## config.mk

```make
export PLATFORM = sky130hd
export DESIGN_NAME = l1_inv_walker
export DESIGN_NICKNAME = d
export VERILOG_FILES = /design/src/rtl/inv_walk_pkg.sv /design/src/rtl/inv_index_gen.sv /design/src/rtl/inv_pend_counter.sv /design/src/rtl/inv_walk_ctrl.sv /design/src/rtl/l1_inv_walker.sv
export SDC_FILE = /design/constraint.sdc
export NUM_CORES = 1
export LEC_CHECK = 0
export CORE_MARGIN = 2
export CORE_UTILIZATION = 23
export CTS_CLUSTER_SIZE = 10
export DETAILED_ROUTE_END_ITERATION = 10
export GPL_TIMING_DRIVEN = 1
export SYNTH_ARGS = -nofsm -noshare
export SYNTH_HDL_FRONTEND = slang
export SYNTH_SLANG_ARGS = --single-unit
export TNS_END_PERCENT = 30
```

## constraint.sdc

```tcl
create_clock -name clk -period 6.03 [get_ports clk]
set_input_delay 0.9045 -clock clk [delete_from_list [all_inputs] [get_ports clk]]
set_output_delay 0.9045 -clock clk [all_outputs]
set_load 0.005 [all_outputs]
```

## src/rtl/inv_walk_pkg.sv

```systemverilog
`timescale 1ns/1ps
package inv_walk_pkg;

    typedef enum logic [1:0] {
        WS_IDLE  = 2'd0,
        WS_WALK  = 2'd1,
        WS_DRAIN = 2'd2,
        WS_RESP  = 2'd3
    } walk_state_e;

    // Next state of the sweep controller.
    function automatic walk_state_e walk_step(
        input walk_state_e cur,
        input logic        accept,
        input logic        lines_zero,
        input logic        issue_last,
        input logic        drained,
        input logic        resp_taken
    );
        walk_state_e nxt;
        nxt = cur;
        unique case (cur)
            WS_IDLE:  if (accept)     nxt = lines_zero ? WS_RESP : WS_WALK;
            WS_WALK:  if (issue_last) nxt = WS_DRAIN;
            WS_DRAIN: if (drained)    nxt = WS_RESP;
            WS_RESP:  if (resp_taken) nxt = WS_IDLE;
            default:                  nxt = WS_IDLE;
        endcase
        return nxt;
    endfunction

endpackage

```

## src/rtl/inv_index_gen.sv

```systemverilog
`timescale 1ns/1ps
module inv_index_gen #(
    parameter int MAX_LINES = 256,
    localparam int IDX_W = (MAX_LINES > 1) ? $clog2(MAX_LINES) : 1,
    localparam int CNT_W = $clog2(MAX_LINES + 1)
) (
    input  logic             clk,
    input  logic             rst,
    input  logic             start,
    input  logic [CNT_W-1:0] line_count,
    input  logic             walking,
    input  logic             fire,
    output logic [IDX_W-1:0] idx,
    output logic             last
);
    logic [IDX_W-1:0] idx_q;
    logic [CNT_W-1:0] count_q;

    always_ff @(posedge clk) begin
        if (rst) begin
            idx_q   <= '0;
            count_q <= '0;
        end else if (start) begin
            idx_q   <= '0;
            count_q <= line_count;
        end else if (fire) begin
            idx_q   <= idx_q + IDX_W'(1);
        end
    end

    assign idx  = idx_q;
    assign last = (CNT_W'(idx_q) == (count_q - CNT_W'(1)));

    // an index on the port never reaches the latched line count
    p_idx_bound_r4: assert property (@(posedge clk) disable iff (rst)
        walking |-> (CNT_W'(idx_q) < count_q));

    // the index moves by exactly one per accepted invalidate
    p_idx_step_r4: assert property (@(posedge clk) disable iff (rst)
        (walking && fire && !last) |=> (idx_q == $past(idx_q) + IDX_W'(1)));
endmodule

```

## src/rtl/inv_pend_counter.sv

```systemverilog
`timescale 1ns/1ps
module inv_pend_counter #(
    parameter int CNT_W = 9
) (
    input  logic             clk,
    input  logic             rst,
    input  logic             inc,
    input  logic             ack,
    output logic             zero,
    output logic             ack_err
);
    logic [CNT_W-1:0] pend_q;
    logic             dec;

    assign dec     = ack && (pend_q != '0);
    assign ack_err = ack && (pend_q == '0);
    assign zero    = (pend_q == '0);

    always_ff @(posedge clk) begin
        if (rst) begin
            pend_q <= '0;
        end else begin
            unique case ({inc, dec})
                2'b10:   pend_q <= pend_q + CNT_W'(1);
                2'b01:   pend_q <= pend_q - CNT_W'(1);
                default: pend_q <= pend_q;
            endcase
        end
    end

    // a stray acknowledgement leaves the count at zero
    p_no_underflow_r8: assert property (@(posedge clk) disable iff (rst)
        (pend_q == '0 && ack && !inc) |=> (pend_q == '0));

    // a simultaneous issue and valid acknowledgement leaves the count unchanged
    p_simul_r9: assert property (@(posedge clk) disable iff (rst)
        (inc && ack && pend_q != '0) |=> $stable(pend_q));

    // the count never wraps past its maximum
    p_no_wrap_r9: assert property (@(posedge clk) disable iff (rst)
        (inc && !ack) |=> (pend_q != '0));
endmodule

```

## src/rtl/inv_walk_ctrl.sv

```systemverilog
`timescale 1ns/1ps
module inv_walk_ctrl
    import inv_walk_pkg::*;
#(
    parameter int ID_W = 8
) (
    input  logic            clk,
    input  logic            rst,
    input  logic            sync_valid,
    input  logic            sync_acquire,
    input  logic [ID_W-1:0] sync_id,
    input  logic            lines_zero,
    input  logic            last,
    input  logic            inv_ready,
    input  logic            pend_zero,
    input  logic            done_ready,
    output logic            sync_accept,
    output logic            sync_retry,
    output logic            sync_err,
    output logic            start,
    output logic            walking,
    output logic            busy,
    output logic            done_valid,
    output logic [ID_W-1:0] done_id
);
    walk_state_e     state_q, state_d;
    logic [ID_W-1:0] id_q;

    always_comb begin
        sync_accept = sync_valid && sync_acquire && (state_q == WS_IDLE);
        sync_retry  = sync_valid && sync_acquire && (state_q != WS_IDLE);
        sync_err    = sync_valid && !sync_acquire;
        start       = sync_accept;
        walking     = (state_q == WS_WALK);
        busy        = (state_q != WS_IDLE);
        done_valid  = (state_q == WS_RESP);
        state_d     = walk_step(state_q, sync_accept, lines_zero,
                                walking && inv_ready && last,
                                pend_zero, done_ready);
    end

    always_ff @(posedge clk) begin
        if (rst) begin
            state_q <= WS_IDLE;
            id_q    <= '0;
        end else begin
            state_q <= state_d;
            if (sync_accept) id_q <= sync_id;
        end
    end

    assign done_id = id_q;

    // the stored identifier does not change while a sweep is active
    p_id_stable_r3: assert property (@(posedge clk) disable iff (rst)
        (busy && $past(busy)) |-> $stable(id_q));

    // a refused acquire does not end the active sweep
    p_retry_keeps_r3: assert property (@(posedge clk) disable iff (rst)
        (sync_retry && !done_valid) |=> busy);

    // a release request never starts a sweep
    p_release_idle_r2: assert property (@(posedge clk) disable iff (rst)
        (sync_err && !busy) |=> !busy);

    // completion is only raised with nothing outstanding
    p_done_drained_r6: assert property (@(posedge clk) disable iff (rst)
        done_valid |-> pend_zero);
endmodule

```

## src/rtl/l1_inv_walker.sv

```systemverilog
`timescale 1ns/1ps
module l1_inv_walker #(
    parameter int MAX_LINES = 256,
    parameter int ID_W      = 8,
    localparam int IDX_W = (MAX_LINES > 1) ? $clog2(MAX_LINES) : 1,
    localparam int CNT_W = $clog2(MAX_LINES + 1)
) (
    input  logic             clk,
    input  logic             rst,
    input  logic             sync_valid,
    input  logic             sync_acquire,
    input  logic [ID_W-1:0]  sync_id,
    input  logic [CNT_W-1:0] line_count,
    output logic             sync_accept,
    output logic             sync_retry,
    output logic             sync_err,
    output logic             inv_valid,
    output logic [IDX_W-1:0] inv_index,
    input  logic             inv_ready,
    input  logic             inv_ack,
    output logic             ack_err,
    output logic             busy,
    output logic             done_valid,
    output logic [ID_W-1:0]  done_id,
    input  logic             done_ready
);
    logic start, last, pend_zero, fire;

    assign fire = inv_valid && inv_ready;

    inv_walk_ctrl #(.ID_W(ID_W)) u_ctrl (
        .clk         (clk),
        .rst         (rst),
        .sync_valid  (sync_valid),
        .sync_acquire(sync_acquire),
        .sync_id     (sync_id),
        .lines_zero  (line_count == '0),
        .last        (last),
        .inv_ready   (inv_ready),
        .pend_zero   (pend_zero),
        .done_ready  (done_ready),
        .sync_accept (sync_accept),
        .sync_retry  (sync_retry),
        .sync_err    (sync_err),
        .start       (start),
        .walking     (inv_valid),
        .busy        (busy),
        .done_valid  (done_valid),
        .done_id     (done_id)
    );

    inv_index_gen #(.MAX_LINES(MAX_LINES)) u_idx (
        .clk       (clk),
        .rst       (rst),
        .start     (start),
        .line_count(line_count),
        .walking   (inv_valid),
        .fire      (fire),
        .idx       (inv_index),
        .last      (last)
    );

    inv_pend_counter #(.CNT_W(CNT_W)) u_pend (
        .clk    (clk),
        .rst    (rst),
        .inc    (fire),
        .ack    (inv_ack),
        .zero   (pend_zero),
        .ack_err(ack_err)
    );

    // a stalled invalidate is held with the same index
    p_inv_hold_r5: assert property (@(posedge clk) disable iff (rst)
        (inv_valid && !inv_ready) |=> (inv_valid && $stable(inv_index)));

    // the completion and its identifier are held until taken
    p_done_hold_r7: assert property (@(posedge clk) disable iff (rst)
        (done_valid && !done_ready) |=> (done_valid && $stable(done_id)));

    // taking the completion returns the block to idle
    p_done_idle_r7: assert property (@(posedge clk) disable iff (rst)
        (done_valid && done_ready) |=> !busy);

    // an accepted acquire makes the block busy in the next cycle
    p_accept_busy_r1: assert property (@(posedge clk) disable iff (rst)
        sync_accept |=> busy);
endmodule

```

Word-level counts from Yosys, hierarchy flattened
Index checks and enable logic that the tools add are counted.
{"block": "op_classes", "n_reduce_logical": 17, "n_mux": 7, "eq_ne": 10, "add_sub_neg": 4}
{"op": "$logic_not 9->1", "count": 2}
{"op": "$pmux 9 s2", "count": 1}
{"op": "$sub 9x1->9 const B", "count": 2}
{"op": "$mux 2", "count": 5}
{"op": "$add 9x1->9 const B", "count": 1}
{"op": "$eq 8x9->1", "count": 1}
{"op": "$reduce_bool 9->1", "count": 1}
{"op": "$add 8x1->8 const B", "count": 1}
{"op": "$logic_and 1x1->1", "count": 8}
{"op": "$pmux 2 s4", "count": 1}
{"op": "$eq 2x2->1 const B", "count": 3}
{"op": "$eq 2x1->1 const B", "count": 2}
{"op": "$ne 2x1->1 const B", "count": 2}
{"op": "$ne 2x2->1 const B", "count": 2}
{"op": "$reduce_and 4->1", "count": 1}
{"op": "$reduce_bool 2->1", "count": 2}
{"op": "$logic_not 2->1", "count": 1}
{"op": "$reduce_or 2->1", "count": 1}
{"op": "$logic_not 1->1", "count": 1}
{"block": "word_totals", "out_inout_bits": 23, "ff_bits": 36}

Logic depth before layout (Yosys ltp)
Gate-level depths: netlist of the first run.
{"block": "logic_depth", "word_depth": 5, "depth_mapped": 14, "depth_no_buf": 13}

Cells and area by module
Synthesis of the first run repeated with hierarchy kept, for this count alone.
{"block": "unflattened", "hier_cells": 256, "hier_area_um2": 2149.6}
{"module": "inv_index_gen", "cells_each": 104, "instances": 1, "seq_area_each_um2": 340.3, "area_each_um2": 900.9}
{"module": "inv_pend_counter", "cells_each": 90, "instances": 1, "seq_area_each_um2": 180.2, "area_each_um2": 721.9}
{"module": "inv_walk_ctrl", "cells_each": 58, "instances": 1, "seq_area_each_um2": 200.2, "area_each_um2": 494.2}
{"module": "l1_inv_walker", "cells_each": 4, "instances": 1, "seq_area_each_um2": 0.0, "area_each_um2": 32.5}

Least setup slack after synthesis of the first run
OpenSTA, ideal clock, no wires.
{"block": "synth_timing", "kind": "input port to flip-flop", "startpoint": "input inv_ready", "endpoint": "register u_pend.pend_q[8]", "slack_ns": 2.718, "path_buffers": 1, "setup_time_ns": 0.128, "t_arrival_ns": 3.184, "cell_stages": 12, "cell_sequence": "and2_1 > buf_2 > inv_1 > ha_1 > fa_1 > a21o_1 > a211oi_1 > o21ai_0 > and3_1 > or3_1 > xor2_1 > nor2_1"}
{"block": "synth_between", "elab_chain_cells": 3}
{"element": "from (decl)", "line_no": "l1_inv_walker.sv:19", "rtl": "input logic inv_ready,"}
{"element": "$logic_and 1x1->1 *", "line_no": "l1_inv_walker.sv:29", "rtl": "assign fire = inv_valid && inv_ready;"}
{"element": "$eq 2x1->1 or $eq 2x2->1 (tied branches)", "line_no": "inv_pend_counter.sv:23", "rtl": "unique case ({inc, dec})"}
{"element": "$pmux 9 s2 or $reduce_bool 2->1 (tied branches)"}
{"element": "to (signal assigned)", "line_no": "inv_pend_counter.sv:24", "rtl": "2'b10: pend_q <= pend_q + CNT_W'(1);"}
{"element": "to (signal assigned)", "line_no": "inv_pend_counter.sv:25", "rtl": "2'b01: pend_q <= pend_q - CNT_W'(1);"}
{"element": "to (signal assigned)", "line_no": "inv_pend_counter.sv:26", "rtl": "default: pend_q <= pend_q;"}
{"element": "to (decl)", "line_no": "inv_pend_counter.sv:12", "rtl": "logic [CNT_W-1:0] pend_q;"}
Mark *: on every way between the ends. The rest lies on a longest branch, timed or not.
A chain may end at the register's enable or synchronous reset.

Worst setup path in the final report of the first run
{"block": "layout_timing", "startpoint": "input sync_acquire", "endpoint": "output sync_accept"}
{"block": "layout_between", "elab_chain_cells": 2}
{"element": "from (decl)", "line_no": "l1_inv_walker.sv:11", "rtl": "input logic sync_acquire,"}
{"element": "$logic_and 1x1->1 (2 in a row)", "line_no": "inv_walk_ctrl.sv:30", "rtl": "sync_accept = sync_valid && sync_acquire && (state_q == WS_IDLE);"}
{"element": "to (decl)", "line_no": "l1_inv_walker.sv:14", "rtl": "output logic sync_accept,"}
Every way passes these cells.

==> impl_metrics.tcl, run 1 <==
set metrics [dict create \
    synth_fa_ha_area_share_pct 9.36 \
    critPathKind "input pin to primary output" \
    cts_resized 0 \
    cp-end-kind "primary output" \
    fin_skew_ns 0.00832 \
    synth-seq-cells 36 \
    cts_setup_buffers 0 \
    max_stage_delay_ns 0.60 \
    fin_crit_sh_pct 66.3 \
    die_h_um 99.2 \
    cp_cell_sequence "clkdlybuf4s50_1 -> nand3_1 -> clkinv_1 -> clkdlybuf4s50_1" \
    critical_path.most_common_cell "clkdlybuf4s50_1" \
    swShare_pct 39.2 \
    synth_top_area_share_pct 34.6 \
    clock_latency_ns 0.29 \
    relSlewSlack_pct 53.1 \
    first_global_vias 1821 \
    die_w_um 99.2 \
    reg2reg_slack_ns 2.69 \
    p_sw_mw 0.389 \
    dp_cells 403 \
    run_status "complete, no violations" \
    peakVddDrop_uv 178 \
    async_reset_ff_share_pct 0 \
    post-synth-top-area-cell "dfxtp_1" \
    dp_hpwl_um 3790 \
    port_buffers 46 \
    r2r-end "u_pend.pend_q[8]$_SDFFE_PP0P_" \
    syn_area_per_cell_sq_um 8.12 \
    setup_violations 0 \
    power_mw 0.994 \
    clkPwrFrac_pct 17.9 \
    final-max-slew-violation-count 0 \
    cp.required_ns 5.13 \
    fmax_mhz 250 \
    grt.total_usage_pct 10.4 \
    syn_to_final_growth_pct 31.2 \
    combPwrFrac_pct 50.2 \
    syn_area_sq_mm 0.00209 \
    cts_sinks 36 \
    ff_latch_area_sq_um 721 \
    htreeDepth 2 \
    syn_inst 257 \
    power.leakage_nw 1.05 \
    start_kind "input pin" \
    fillers 928 \
    hold_violations 0 \
    drv_cap 0 \
    die_area_sq_mm 0.00985 \
    final_nets 341 \
    cts_made_buffers 5 \
    cp.arrival_ns 3.10 \
    synth-main-ff-cell "dfxtp_1" \
    ctsHoldBuffers 0 \
    synth-xor-area-share_pct 8.40 \
    rr_startpoint "u_ctrl.state_q[1]$_SDFFE_PP0P_" \
    first_iter_violations 63 \
    cts_tree "done" \
    antenna_cells 0 \
    gp_congestion 0.826 \
    grt_max_degree 32 \
    core_sq_mm 0.00876 \
    cp-startpoint "sync_acquire" \
    initial_core_util_pct 23.8 \
    synth_mux_area_share_pct 2.88 \
    hp-class "flop to flop" \
    drtPass1Iterations 6 \
    power_density_mw_per_mm2 363 \
    drc 0 \
    cts-root-buf "clkbuf_8" \
    p_int_mw 0.605 \
    clkTransAtPathRegs_ns 0.07 \
    grt_antenna_before_repair 0 \
    crit_end "sync_accept" \
    vias_per_cell 4.58 \
    layout-drive-gt1-share_pct 5.94 \
    rsz0062_at_grt "false" \
    clock_path_buffers 2 \
    setup-tns-final_ns 0 \
    yosys_warnings 0 \
    fin_cells 411 \
    io_pins 47 \
    synth-simple-area-share_pct 24.8 \
    fp-row-count 34 \
    yosysSeqAreaShare_pct 34.6 \
    cp_slowest_cell "clkinv_1" \
    grt_pass1_wl_um 8470 \
    synth.net_count 296 \
    seq_power_share_pct 31.9 \
    antenna_left 0 \
    reg2reg_depth 13 \
    num_vias 1883 \
    synth_edf_count 0 \
    yosys-top-cells-area "dfxtp_1 35%, ha_1 8.4%, a21oi_1 7.4%" \
    synth.distinct_cells 50 \
    post-route-util_pct 31.2 \
    synth_top_family_by_area "simple AND/OR/NAND/NOR gates" \
    multi_input_area_sq_mm 0.00128 \
    synth-compound-area-share_pct 16.0 \
    grt.overflow.total 0 \
    wl_per_cell_um 12.0 \
    fin_crit_ns 4.00 \
    routed_wl_um 4940 \
    tightest_slew_ns 0.702 \
    critPathMaxFanout 19 \
]
[synth_stat cells, types with 2 or more instances]
library cell / instances
a21o_1: 2
a21oi_1: 31
a311oi_1: 2
and3_1: 2
clkbuf_1: 6
dfxtp_1: 36
ha_1: 14
inv_1: 10
mux2i_1: 6
nand2_1: 41
nand3_1: 6
nand4_1: 3
nor2_1: 26
nor2b_1: 2
nor3_1: 8
nor3_2: 2
nor4_1: 3
o21ai_0: 4
o21bai_1: 3
or2b_2: 2
xnor2_1: 7
xor2_1: 13
[flip-flops by register name, indices dropped and copies added, names as in the netlist]
| signal | count |
|---|---|
| u_idx.idx | 8 |
| u_pend.pend_q | 9 |
| u_idx.count_q | 9 |
| u_ctrl.done_id | 8 |
| u_ctrl.state_q | 2 |
[worst min path at each step]
stage                              startpoint                              to  slack [ns]  depth (start not counted)
2_1_floorplan   u_idx.count_q[8]$_SDFFE_PP0P_   u_idx.count_q[8]$_SDFFE_PP0P_        0.44                          2
3_3_place_gp   u_ctrl.done_id[2]$_SDFFE_PP0P_  u_ctrl.done_id[2]$_SDFFE_PP0P_        0.45                          2
4_1_cts        u_ctrl.done_id[2]$_SDFFE_PP0P_  u_ctrl.done_id[2]$_SDFFE_PP0P_        0.46                          2
5_1_grt        u_ctrl.done_id[1]$_SDFFE_PP0P_  u_ctrl.done_id[1]$_SDFFE_PP0P_        0.49                          2
6_report       u_ctrl.done_id[7]$_SDFFE_PP0P_  u_ctrl.done_id[7]$_SDFFE_PP0P_        0.46                          2
3_5_place_dp   u_ctrl.done_id[2]$_SDFFE_PP0P_  u_ctrl.done_id[2]$_SDFFE_PP0P_        0.45                          2
[critical path, delay by kind of cell]
family / cells / cell delay [ns]
buf+inv: 3 / 1.64
simple gates: 1 / 0.55
[per-stage QoR]
stage | cell area (sq um) | hold WS (ns) | worst slack [ns]
final | 2740 | 0.458 | 2.03
after global routing | 2740 | 0.487 | 1.73
after CTS | 2740 | 0.459 | 1.97
after detailed placement | 2650 | 0.450 | 1.96
after global placement | 2650 | 0.446 | 2.00
after floorplan | 2090 | 0.445 | 2.72
[power groups by stage]
stage,logic [mW],clock network [mW],registers [mW]
floorplan,0.377,0,0.313
global placement,0.497,0,0.322
detailed placement,0.503,0,0.324
CTS,0.506,0.184,0.318
global route,0.569,0.192,0.326
finish,0.500,0.178,0.317
[metal layers]
| metal | vias to the layer above | global-route usage (%) | part of all wire, % |
|---|---|---|---|
| li1 | 989 | - | - |
| met1 | 861 | 13.5 | 49 |
| met2 | 27 | 17.1 | 46 |
| met3 | 6 | 2.60 | 3.6 |
| met4 | 0 | 3.27 | 1.0 |
| met5 | - | 0 | 0 |
[cells by family after synthesis]
logic type,count (synthesis)
AND/OR/NAND/NOR,106
AO/OA/AOI/OAI,54
flip-flops,36
XOR/XNOR,20
buffers and inverters,20
adder cells (fa/ha/maj),15
multiplexers,6
[layout make-up]
cell class	instances	share of cell area, %
clock buffers	8	3.29
flip-flops and latches	36	26.3
well taps	108	4.94
inverters	11	1.51
repair buffers	47	17.1
multi-input cells	201	46.8
[layout by cell type, fill, tap and decap left out, drive strengths merged, types with 2 or more instances in the layout]
cell,count
clkbuf,8
dfxtp,36
and3,3
a21oi,32
a311oi,2
o21ai,5
nand2,41
nor4,3
xnor2,7
o21bai,3
a21o,3
nand4,3
inv,10
clkdlybuf4s50,46
mux2i,6
or2b,2
and2b,2
nand3,6
nor3,10
xor2,13
nor2b,2
nor2,26
ha,14
Note: power is estimated with default switching activity, not from simulation.
==> run 2: changes to the inputs <==
==> constraint.sdc (replaced) <==
create_clock -name clk -period 4.1 [get_ports clk]
set_input_delay 0.615 -clock clk [delete_from_list [all_inputs] [get_ports clk]]
set_output_delay 0.615 -clock clk [all_outputs]
set_load 0.005 [all_outputs]
==> run 2 against run 1 <==
- sequential power increased by 48%
- clock power grew 78%
- largest cell class unchanged
- clock skew fell by 0.0028 ns
- die area did not move
- sequential cell count unchanged
- critical endpoint is now u_pend.pend_q[8]$_SDFFE_PP0P_
- sequential share of layout area down 0.31 points
==> impl_metrics.tcl, run 2 (synthesis gave the netlist of run 1 again) <==
set metrics [dict create \
    cts_resized 0 \
    peakVddDrop_uv 281 \
    wl_per_cell_um 12.4 \
    syn_to_final_growth_pct 32.8 \
    cts_sinks 36 \
    relSlewSlack_pct 60.4 \
    dp_cells 405 \
    grt_pass1_wl_um 8470 \
    critPathMaxFanout 10 \
    grt.overflow.total 0 \
    hp-class "flop to flop" \
    grt_antenna_before_repair 0 \
    power_density_mw_per_mm2 556 \
    ctsHoldBuffers 0 \
    final-max-slew-violation-count 0 \
    io_pins 47 \
    fin_crit_sh_pct 78.8 \
    cts_setup_buffers 0 \
    final_cell_mix "46 x clkdlybuf4s50_1, 41 x nand2_1, 36 x dfxtp_1" \
    fin_crit_ns 3.23 \
    clock_path_buffers 2 \
    fin_cells 413 \
    drv_cap 0 \
    rsz0062_at_grt "false" \
    final_nets 343 \
    clkTransAtPathRegs_ns 0.08 \
    stdcell_area_sq_mm 0.00277 \
    clock_latency_ns 0.29 \
    tightest_slew_ns 0.594 \
    initial_core_util_pct 23.8 \
    num_vias 1936 \
    drc 0 \
    drtPass1Iterations 5 \
    start_kind "input pin" \
    htreeDepth 2 \
    setup-tns-final_ns 0 \
    critPathKind "input pin to flop" \
    cp-end-kind "flop" \
    setup_violations 0 \
    vias_per_cell 4.69 \
    core_sq_mm 0.00876 \
    biggestRegsByFlops "u_idx.count_q: 9 flops, u_pend.pend_q: 9 flops" \
    dp_hpwl_um 3810 \
    hold_violations 0 \
    grt_max_degree 32 \
    cts-root-buf "clkbuf_8" \
    antenna_left 0 \
    power_mw 1.54 \
    power.leakage_nw 1.07 \
    first_global_vias 1829 \
    gp_congestion 0.822 \
    fp-row-count 34 \
    cp.arrival_ns 3.40 \
    cp.required_ns 4.27 \
    layout-drive-gt1-share_pct 6.89 \
    die_h_um 99.2 \
    antenna_cells 0 \
    grt.total_usage_pct 10.5 \
    post-route-util_pct 31.6 \
    first_iter_violations 49 \
    cts_tree "done" \
    fmax_mhz 309 \
    fin_skew_ns 0.00549 \
    run_status "complete, no violations" \
    routed_wl_um 5100 \
    dpl_cell_area_sq_mm 0.00266 \
    reg2reg_slack_ns 0.93 \
    final_common_cell "clkdlybuf4s50_1" \
    cts_made_buffers 5 \
    die_area_sq_mm 0.00985 \
    port_buffers 46 \
    die_w_um 99.2 \
]
==> run 2: power by group <==
part / leakage, nW / total [mW] / internal (mW) / switching [mW]
clock: 0.0552 / 0.317 / 0.181 / 0.136
sequential: 0.293 / 0.468 / 0.409 / 0.0591
combinational: 0.719 / 0.755 / 0.352 / 0.403
==> run 2: final cells by class <==
cell class                 count  area (sq um)
clock buffer                   6          72.6
clock inverter                 2          35.0
fill                         944          5990
multi-input combinational    201          1280
sequential                    36           721
inverter                      11          41.3
timing repair buffer          49           483
tap                          108           135
==> run 2: final timing paths <==
check                                                       to  depth (start not counted)                      startpoint
worst max-delay path             u_pend.pend_q[8]$_SDFFE_PP0P_                         12                       inv_ready
worst min-delay path            u_ctrl.done_id[3]$_SDFFE_PP0P_                          2  u_ctrl.done_id[3]$_SDFFE_PP0P_
worst max register to register   u_pend.pend_q[8]$_SDFFE_PP0P_                         11   u_pend.pend_q[2]$_SDFFE_PP0P_
worst min register to register  u_ctrl.done_id[3]$_SDFFE_PP0P_                          2  u_ctrl.done_id[3]$_SDFFE_PP0P_
==> run 2: through the flow <==
stage / setup slack (ns) / hold slack, ns
2_1_floorplan: 1.08 / 0.445
3_3_place_gp: 0.590 / 0.442
3_5_place_dp: 0.549 / 0.450
4_1_cts: 0.862 / 0.462
5_1_grt: 0.616 / 0.489
6_report: 0.868 / 0.460
==> run 2: worst max-delay path: stages <==
cell             delay, ns
clkdlybuf4s50_1       0.48
and2_1                0.14
inv_1                 0.06
ha_1                  0.35
fa_1                  0.45
a21o_1                0.18
a211oi_1              0.26
o21ai_0               0.15
and3_1                0.17
or3_1                 0.35
xor2_1                0.13
nor2_1                0.05
==> run 2: layer usage <==
layer	GRT usage (%)	share of wire [%]
met1	13.5	48
met2	17.2	47
met3	2.88	3.8
met4	3.16	1.4
met5	0	0
==> run 3: changes to the inputs <==
==> constraint.sdc (replaced) <==
create_clock -name clk -period 3.1 [get_ports clk]
set_input_delay 0.465 -clock clk [delete_from_list [all_inputs] [get_ports clk]]
set_output_delay 0.465 -clock clk [all_outputs]
set_load 0.005 [all_outputs]
==> run 3 against run 2 <==
- clock skew grew 0.0043 ns
- non-clock buffer count grew 7
- register-to-register slack lost 0.70 ns
- wire length grew 1.8%
- critical path type is now flop to flop
- largest cell class unchanged
- highest routed layer unchanged
==> impl_metrics.tcl, run 3 (synthesis gave the netlist of run 1 again) <==
set metrics [dict create \
    tightest_slew_ns 0.606 \
    htreeDepth 2 \
    cts_made_buffers 5 \
    routed_wl_um 5190 \
    reg2reg_depth 11 \
    rr_startpoint "u_pend.pend_q[2]$_SDFFE_PP0P_" \
    num_vias 1927 \
    fillers 932 \
    power_mw 2.15 \
    antenna_cells 0 \
    fin_crit_sh_pct 92.5 \
    power_density_mw_per_mm2 755 \
    critPathKind "flop to flop" \
    io_pins 47 \
    wl_per_cell_um 12.4 \
    cts_tree "done" \
    critPathMaxFanout 4 \
    cts-root-buf "clkbuf_8" \
    fp-row-count 34 \
    dp_hpwl_um 3940 \
    grt.total_usage_pct 10.8 \
    setup_violations 0 \
    max_stage_delay_ns 0.38 \
    clkTransAtPathRegs_ns 0.08 \
    ff_latch_area_sq_um 721 \
    die_w_um 99.2 \
    cts_sinks 36 \
    clock_path_buffers 2 \
    cp.required_ns 3.26 \
    path_buf_inv 0 \
    cp.depth 11 \
    vias_per_cell 4.59 \
    power.leakage_nw 1.10 \
    antenna_left 0 \
    fin_skew_ns 0.00977 \
    gp_congestion 0.765 \
    fmax_mhz 349 \
    multi_input_area_sq_mm 0.00130 \
    port_buffers 46 \
    drv_cap 0 \
    start_kind "flop" \
    grt_antenna_before_repair 0 \
    die_area_sq_mm 0.00985 \
    fin_crit_ns 2.87 \
    hold_violations 0 \
    first_iter_violations 59 \
    die_h_um 99.2 \
    grt_max_degree 19 \
    hp-class "flop to flop" \
    run_status "complete, no violations" \
    drc 0 \
    cp_cell_sequence "nor4_2 -> a31oi_1 -> ha_2 -> fa_1 -> a21o_1 -> a211oi_2 -> o21ai_1 -> and3_1 -> or3_1 -> xor2_1 -> nor2_1" \
    final-max-slew-violation-count 0 \
    final_common_cell "clkdlybuf4s50_1" \
    drtPass1Iterations 7 \
    grt.overflow.total 0 \
    cp_slowest_cell "fa_1" \
    core_sq_mm 0.00876 \
    relSlewSlack_pct 59.5 \
    cp-startpoint "u_pend.pend_q[2]$_SDFFE_PP0P_" \
    first_global_vias 1857 \
    clock_latency_ns 0.29 \
    cp.arrival_ns 3.03 \
    biggestRegsByFlops "u_idx.count_q: 9 flops, u_pend.pend_q: 9 flops" \
    initial_core_util_pct 23.8 \
    grt_pass1_wl_um 8700 \
    critPathTopFamily "simple AND/OR/NAND/NOR gates" \
    rsz0062_at_grt "false" \
    layout-drive-gt1-share_pct 10.6 \
    final_cell_mix "46 x clkdlybuf4s50_1, 41 x nand2_1, 36 x dfxtp_1" \
    cp-end-kind "flop" \
    setup-tns-final_ns 0 \
    crit_end "u_pend.pend_q[8]$_SDFFE_PP0P_" \
    whs_path_depth 2 \
    peakVddDrop_uv 377 \
    final_nets 350 \
    r2r-end "u_pend.pend_q[8]$_SDFFE_PP0P_" \
    syn_to_final_growth_pct 36.3 \
    reg2reg_slack_ns 0.23 \
]
## run 3: cell types whose count changed in the layout (fill, tap and decap cells not counted), sizes merged
cell / previous run / this run
buf: 3 / 10
clkbuf: 6 / 5
clkinvlp: 0 / 1
## run 3: routing by layer
metal	GRT usage [%]	vias up	share of wire, %
met5	0	-	0
met4	3.27	0	1.1
met3	2.81	7	3.4
met2	18.3	25	48
met1	13.4	897	47
li1	-	998	-
## run 3: cell type report
| class | instances | share of cell area, % |
|---|---|---|
| multi-input cells | 201 | 45.7 |
| repair buffers | 56 | 18.8 |
| flip-flops and latches | 36 | 25.4 |
| clock buffers | 5 | 2.42 |
| well taps | 108 | 4.75 |
| clock inverters | 3 | 1.50 |
| inverters | 11 | 1.45 |
## run 3: worst min-delay path, stage by stage (launching register included)
cell and delay, ns:
dfxtp_1 0.31, nand2_1 0.05, a21oi_1 0.05
## run 3: through the flow
stage                     instances  cell area [sq um]  utilization, %  setup slack [ns]  hold WS, ns
final                           420               2840            32.4             0.233        0.461
after global routing            420               2840            32.4            0.0499        0.485
after CTS                       420               2830            32.3            0.0803        0.462
after detailed placement        412               2710            31.0            -0.185        0.451
after global placement          412               2710            31.0            -0.135        0.443
after floorplan                 257               2090               -            0.0795        0.445
## run 3: timing repair
action / CTS / global route
hold buffers: 0 / 0
buffers inserted: 0 / 0
resized for setup: 1 / 5
endpoints found under the setup margin: 1 / 2
gates cloned: 0 / 0
## run 3: how the worst min path moves through the flow
stage                                         from                              to  slack, ns
floorplan            u_idx.count_q[8]$_SDFFE_PP0P_   u_idx.count_q[8]$_SDFFE_PP0P_       0.44
global placement    u_ctrl.done_id[4]$_SDFFE_PP0P_  u_ctrl.done_id[4]$_SDFFE_PP0P_       0.44
detailed placement  u_ctrl.done_id[5]$_SDFFE_PP0P_  u_ctrl.done_id[5]$_SDFFE_PP0P_       0.45
CTS                 u_ctrl.done_id[5]$_SDFFE_PP0P_  u_ctrl.done_id[5]$_SDFFE_PP0P_       0.46
global route        u_ctrl.done_id[4]$_SDFFE_PP0P_  u_ctrl.done_id[4]$_SDFFE_PP0P_       0.49
finish              u_ctrl.done_id[5]$_SDFFE_PP0P_  u_ctrl.done_id[5]$_SDFFE_PP0P_       0.46
## run 3: power by group
part | leakage, nW | switching [mW] | internal, mW
logic | 0.752 | 0.559 | 0.544
clock network | 0.0541 | 0.184 | 0.238
registers | 0.293 | 0.0821 | 0.540
total | 1.10 | 0.824 | 1.32
